## config.mk

```make
export PLATFORM = sky130hd
export DESIGN_NAME = sc_status_flags
export DESIGN_NICKNAME = d
export VERILOG_FILES = /design/src/rtl/sc_flags_pkg.sv /design/src/rtl/sc_tend_timer.sv /design/src/rtl/sc_clear_arm.sv /design/src/rtl/sc_status_flags.sv
export SDC_FILE = /design/constraint.sdc
export NUM_CORES = 1
export LEC_CHECK = 0
export BUFFER_PORTS_ARGS = -buffer_cell sky130_fd_sc_hd__buf_2
export CAP_MARGIN = 40
export CORE_MARGIN = 2
export CORE_UTILIZATION = 46
export DETAILED_ROUTE_END_ITERATION = 8
export PLACE_DENSITY_LB_ADDON = 0.3
export SLEW_MARGIN = 10
export SYNTH_ARGS = -nofsm -noshare
export SYNTH_HDL_FRONTEND = slang
export SYNTH_SLANG_ARGS = --single-unit
```

## constraint.sdc

```tcl
create_clock -name clk -period 1.7 [get_ports clk]
set_input_delay 0.085 -clock clk [delete_from_list [all_inputs] [get_ports clk]]
set_output_delay 0.085 -clock clk [all_outputs]
set_load 0.02 [all_outputs]
```

## src/rtl/sc_flags_pkg.sv

```systemverilog
package sc_flags_pkg;
  typedef enum logic [1:0] {
    TXM_PLAIN = 2'd0,
    TXM_BLOCK = 2'd1,
    TXM_GUARD = 2'd2
  } tx_mode_e;

  function automatic tx_mode_e mode_of(input logic guard, input logic blk);
    if (guard) return TXM_GUARD;
    else if (blk) return TXM_BLOCK;
    else return TXM_PLAIN;
  endfunction

  typedef struct packed {
    logic tdre;
    logic per;
    logic rdrf;
  } wbits_t;
endpackage

```

## src/rtl/sc_tend_timer.sv

```systemverilog
module sc_tend_timer
  import sc_flags_pkg::*;
#(
  parameter int TH_PLAIN = 25,
  parameter int TH_BLOCK = 23,
  parameter int TH_GUARD = 22,
  parameter int CW       = 5
) (
  input  logic     clk,
  input  logic     rst_n,
  input  logic     start,
  input  logic     tick,
  input  tx_mode_e mode,
  output logic     expire
);
  localparam logic [CW-1:0] LIM_P = CW'(TH_PLAIN - 1);
  localparam logic [CW-1:0] LIM_B = CW'(TH_BLOCK - 1);
  localparam logic [CW-1:0] LIM_G = CW'(TH_GUARD - 1);

  logic [CW-1:0] cnt;
  logic          running;
  tx_mode_e      mode_q;
  logic [CW-1:0] lim;

  always_comb begin
    unique case (mode_q)
      TXM_BLOCK: lim = LIM_B;
      TXM_GUARD: lim = LIM_G;
      default:   lim = LIM_P;
    endcase
  end

  assign expire = running && tick && !start && (cnt == lim);

  always_ff @(posedge clk) begin
    if (!rst_n) begin
      cnt     <= '0;
      running <= 1'b0;
      mode_q  <= TXM_PLAIN;
    end else if (start) begin
      cnt     <= '0;
      running <= 1'b1;
      mode_q  <= mode;
    end else if (running && tick) begin
      cnt <= cnt + 1'b1;
      if (cnt == lim) running <= 1'b0;
    end
  end
endmodule

```

## src/rtl/sc_clear_arm.sv

```systemverilog
module sc_clear_arm (
  input  logic clk,
  input  logic rst_n,
  input  logic flag,
  input  logic rd_stb,
  input  logic consume,
  output logic armed
);
  always_ff @(posedge clk) begin
    if (!rst_n)              armed <= 1'b0;
    else if (consume || !flag) armed <= 1'b0;
    else if (rd_stb)         armed <= 1'b1;
  end
endmodule

```

## src/rtl/sc_status_flags.sv

```systemverilog
module sc_status_flags
  import sc_flags_pkg::*;
#(
  parameter int DATA_W   = 8,
  parameter int TH_PLAIN = 25,
  parameter int TH_BLOCK = 23,
  parameter int TH_GUARD = 22
) (
  input  logic              clk,
  input  logic              rst_n,
  input  logic              half_etu_tick,
  input  logic              tx_start,
  input  logic              guard_mode,
  input  logic              block_mode,
  input  logic              tx_en,
  input  logic              rx_en,
  input  logic              err_sig,
  input  logic              tdr_empty,
  input  logic              rx_valid,
  output logic              rx_ready,
  input  logic              rx_par_err,
  input  logic [DATA_W-1:0] rx_data,
  input  logic              stat_rd,
  input  logic              stat_wr,
  input  logic [2:0]        stat_wdata,
  input  logic              dma_tdr_wr,
  output logic              par_err_flag,
  output logic              tx_end_flag,
  output logic              rx_full_flag,
  output logic [DATA_W-1:0] rx_hold
);
  localparam int TH_MAX0 = (TH_PLAIN > TH_BLOCK) ? TH_PLAIN : TH_BLOCK;
  localparam int TH_MAX  = (TH_MAX0 > TH_GUARD) ? TH_MAX0 : TH_GUARD;
  localparam int CW      = $clog2(TH_MAX + 1);
  localparam int NFLAG   = 3;

  wbits_t wb;
  assign wb = wbits_t'(stat_wdata);

  logic expire;
  sc_tend_timer #(
    .TH_PLAIN(TH_PLAIN), .TH_BLOCK(TH_BLOCK), .TH_GUARD(TH_GUARD), .CW(CW)
  ) u_timer (
    .clk(clk), .rst_n(rst_n), .start(tx_start), .tick(half_etu_tick),
    .mode(mode_of(guard_mode, block_mode)), .expire(expire)
  );

  // arm index 0: receive full, 1: parity error, 2: transmit data empty
  logic [NFLAG-1:0] arm_src, arm_zero, armed;
  assign arm_src  = {tdr_empty, par_err_flag, rx_full_flag};
  assign arm_zero = {stat_wr && !wb.tdre, stat_wr && !wb.per, stat_wr && !wb.rdrf};

  for (genvar i = 0; i < NFLAG; i++) begin : g_arm
    sc_clear_arm u_arm (
      .clk(clk), .rst_n(rst_n), .flag(arm_src[i]), .rd_stb(stat_rd),
      .consume(arm_zero[i]), .armed(armed[i])
    );
  end

  logic accept;
  assign rx_ready = rx_en && !par_err_flag;
  assign accept   = rx_valid && rx_ready;

  logic per_set, per_clr, rdrf_set, rdrf_clr, tend_set, tend_clr;
  assign per_set  = accept && rx_par_err;
  assign per_clr  = armed[1] && arm_zero[1];
  assign rdrf_set = accept && !rx_par_err;
  assign rdrf_clr = armed[0] && arm_zero[0];
  assign tend_set = (expire && !err_sig && tdr_empty) || (!tx_en && !err_sig);
  assign tend_clr = dma_tdr_wr || (armed[2] && arm_zero[2]);

  always_ff @(posedge clk) begin
    if (!rst_n) begin
      par_err_flag <= 1'b0;
      rx_full_flag <= 1'b0;
      tx_end_flag  <= 1'b1;
      rx_hold      <= '0;
    end else begin
      if (per_set)       par_err_flag <= 1'b1;
      else if (per_clr)  par_err_flag <= 1'b0;
      if (rdrf_set)      rx_full_flag <= 1'b1;
      else if (rdrf_clr) rx_full_flag <= 1'b0;
      if (tend_set)      tx_end_flag  <= 1'b1;
      else if (tend_clr) tx_end_flag  <= 1'b0;
      if (accept)        rx_hold      <= rx_data;
    end
  end
endmodule

```

==> flow_summary_export.csv <==
group,metric,value,unit
sta,hold_viol,0,
floorplanning,dieHeight,49.9,um
power,finalPower,975,uW
setup_path,critPathLaunchType,"register",
placed_design,placed_area,1180,sq um
power,powerDensity,795,nW/um^2
floorplanning,rows,16,
synthesis,syn-cell-area,970,sq um
finish,mostFrequentLayoutCells,"buf_2 (37), dfxtp_1 (22), nor2b_1 (12)",
synthesis,synth_cell_types,26,
clock_network,clk_latency,0.31,ns
sta,relSlewSlack,65.5,%
drt,antenna_left,0,
setup_path,worst_ep_required_time,1.91,ns
setup_path,slowest_stage,"or4b_4",
placed_design,place.gp.congestion,0.817,
global_routing,grt_pass1_vias,788,
sta,fin_crit,1.59,ns
setup_path,critPathMaxStageDelay,0.52,ns
clock_network,cts_inserted_buffers,3,
setup_path,crit_type,"reg -> reg",
global_routing,globalRouteOverflowTotal,0,
sta,min_period_over_period,93.7,%
clock_network,clk_pin_slew_worst_paths,0.12,ns
worst_hold_path,hold_start,"stat_wdata[1]",
drt,drc,0,
clock_network,tritoncts,"done",
sta,rsz0062_at_grt,"false",
clock_network,cts_root_buf,"clkbuf_4",
drt,first_pass_iters,4,
synthesis,syn_avg_cell_area,9.79,sq um
global_routing,grt_use_total,16.0,%
finish,fin_nets,169,
sta,setup_tns,0,ns
drt,drtIter0Drc,8,
finish,syn_to_final_growth,26.5,%
setup_path,path_max_fanout,3,
finish,utilization,61.9,%
placed_design,port_buffers,37,
drt,vias,810,
synthesis,synth_warnings,0,
job,maxCapViolations,0,
global_routing,antenna_found_initial,0,
sta,hold_slack,0.0203,ns
power,irDropWorstVdd,0.503,mV
synthesis,syn_nets,128,
synthesis,synth_seq_cells,22,
global_routing,grt_max_degree,19,
sta,slew_violations,0,
status,status,"finished, final reports clean",
finish,layout-drive-gt1-share,30.9,%
worst_hold_path,hold_path_depth,3,
power,leakage,0.585,nW
worst_hold_path,hold_path.class,"in -> reg",
floorplanning,start_util,48.9,%
setup_path,r2r-start,"u_timer.mode_q[1]$_SDFFE_PN0P_",
drt,routed_wl,1.85,mm
sta,worstMarginPinSlew,0.517,ns
drt,wl_per_cell,11.1,um
placed_design,hpwl,1.45,mm
global_routing,grt_pass1_wl,3.06,mm
setup_path,regToRegEndpoint,"u_timer.running$_SDFFE_PN0P_",
drt,routed_via_density,4.88,
synthesis,postSynthCellCount,99,
clock_network,h-tree-depth,1,
clock_network,clkSinkCount,22,
floorplanning,ioPinCount,38,
finish,design_area,1230,sq um
setup_path,rrSetupSlack,0.11,ns
floorplanning,core_area,1980,sq um
synthesis,yosysSeqAreaShare,45.4,%
setup_path,worst-r2r-cell-count,5,
setup_path,worstSetupEndpointType,"register",
setup_path,path_cells,"inv_1, ha_1, xor2_1, or4b_4, o31a_1",
clock_network,clockBufferDepth,2,
worst_hold_path,holdPathEnd,"g_arm[1].u_arm.armed$_SDFFE_PP0P_",
sta,fmax,0.628,GHz
finish,layout_commonest_cell,"buf_2",
setup_path,cp.arrival,1.81,ns
floorplanning,dieArea,2490,sq um
sta,setup_viol_count_final,0,
sta,finalClockSkew,0.00916,ns
floorplanning,chipWidth,49.9,um
finish,diodes,0,
-- sequential cells by signal, indices dropped and copies added (netlist names) --
signal / count
tx_end_flag: 1
rx_hold: 8
g_arm.u_arm.armed: 3
u_timer.running: 1
u_timer.cnt: 5
u_timer.mode_q: 2
rx_full_flag: 1
par_err_flag: 1
-- power breakdown --
part,internal (mW),switching [mW],total (mW)
logic,0.0675,0.0730,0.141
registers,0.536,0.0125,0.548
clock network,0.131,0.155,0.286
-- synth_stat cells --
| master | count | share of area [%] |
|---|---|---|
| nand2b_1 | 2 | 1.3 |
| xor2_1 | 4 | 3.6 |
| o211ai_1 | 3 | 2.3 |
| mux2i_1 | 9 | 9.3 |
| or3_1 | 2 | 1.3 |
| o31a_1 | 1 | 0.90 |
| o21ai_0 | 4 | 2.1 |
| or4b_4 | 1 | 1.4 |
| nor2b_1 | 12 | 7.7 |
| a21boi_0 | 1 | 0.77 |
| nand2_1 | 3 | 1.2 |
| nor2_1 | 5 | 1.9 |
| o41ai_2 | 1 | 1.7 |
| dfxtp_1 | 22 | 45 |
| buf_2 | 1 | 0.52 |
| and3b_1 | 1 | 0.90 |
| a31oi_1 | 1 | 0.65 |
| clkbuf_1 | 1 | 0.39 |
| ha_1 | 3 | 3.9 |
| nand3b_1 | 4 | 3.1 |
| a21oi_1 | 6 | 3.1 |
| o21a_1 | 2 | 1.5 |
| nand3_1 | 3 | 1.5 |
| and2_1 | 1 | 0.65 |
| inv_1 | 5 | 1.9 |
| a32oi_1 | 1 | 0.90 |
-- cells by family (layout without fill, tap and decap cells) --
kind of cell             after synthesis  count (layout)  share of synthesized area, %
AND/OR/NAND/NOR                       34              34                          21.0
flip-flops                            22              22                          45.4
AO/OA/AOI/OAI                         20              20                          13.9
multiplexers                           9               9                          9.29
buffers and inverters                  7              47                          2.84
XOR/XNOR                               4               4                          3.61
adder cells (fa/ha/maj)                3               3                          3.87
-- per-stage QoR --
stage	cells	worst slack (ns)
2_1_floorplan	99	0.162
3_3_place_gp	161	0.138
3_5_place_dp	161	0.121
4_1_cts	166	0.103
5_1_grt	166	0.0563
6_report	166	0.107
-- area by class of cell --
class	count	area [sq um]
inverters	5	18.8
clock buffers	4	36.3
multi-input cells	70	502
repair buffers	38	195
well taps	27	33.8
flip-flops and latches	22	440
fillers	175	756
-- critical path: cells and delay by family, from the launching register on --
family | cells | cell delay (ns)
AO/OA/AOI/OAI | 1 | 0.24
XOR/XNOR | 1 | 0.14
adder cells (fa/ha/maj) | 1 | 0.18
buffers and inverters | 1 | 0.05
flip-flops | 1 | 0.37
AND/OR/NAND/NOR | 1 | 0.52
-- repair_timing --
action,CTS,global route
buffers inserted,0,0
hold buffers,1,0
endpoints found under the setup margin,0,0
gates resized for setup,0,0
hold endpoints to repair,2,0
-- layer usage --
| metal | track usage, % | vias up | share of wire [%] |
|---|---|---|---|
| met5 | 0 | - | 0 |
| met1 | 16.7 | 359 | 44 |
| met3 | 3.64 | 2 | 5.0 |
| met2 | 30.7 | 23 | 50 |
| li1 | - | 426 | - |
| met4 | 5.56 | 0 | 0.54 |
-- worst max path at each step --
stage                                         startpoint                      endpoint
after detailed placement  u_timer.mode_q[1]$_SDFFE_PN0P_  u_timer.running$_SDFFE_PN0P_
after global routing      u_timer.mode_q[1]$_SDFFE_PN0P_      tx_end_flag$_SDFFE_PP1P_
after CTS                 u_timer.mode_q[1]$_SDFFE_PN0P_  u_timer.running$_SDFFE_PN0P_
after global placement    u_timer.mode_q[1]$_SDFFE_PN0P_  u_timer.running$_SDFFE_PN0P_
after floorplan           u_timer.mode_q[1]$_SDFFE_PN0P_  u_timer.running$_SDFFE_PN0P_
final                     u_timer.mode_q[1]$_SDFFE_PN0P_  u_timer.running$_SDFFE_PN0P_
(Power assumes the default switching activity.)
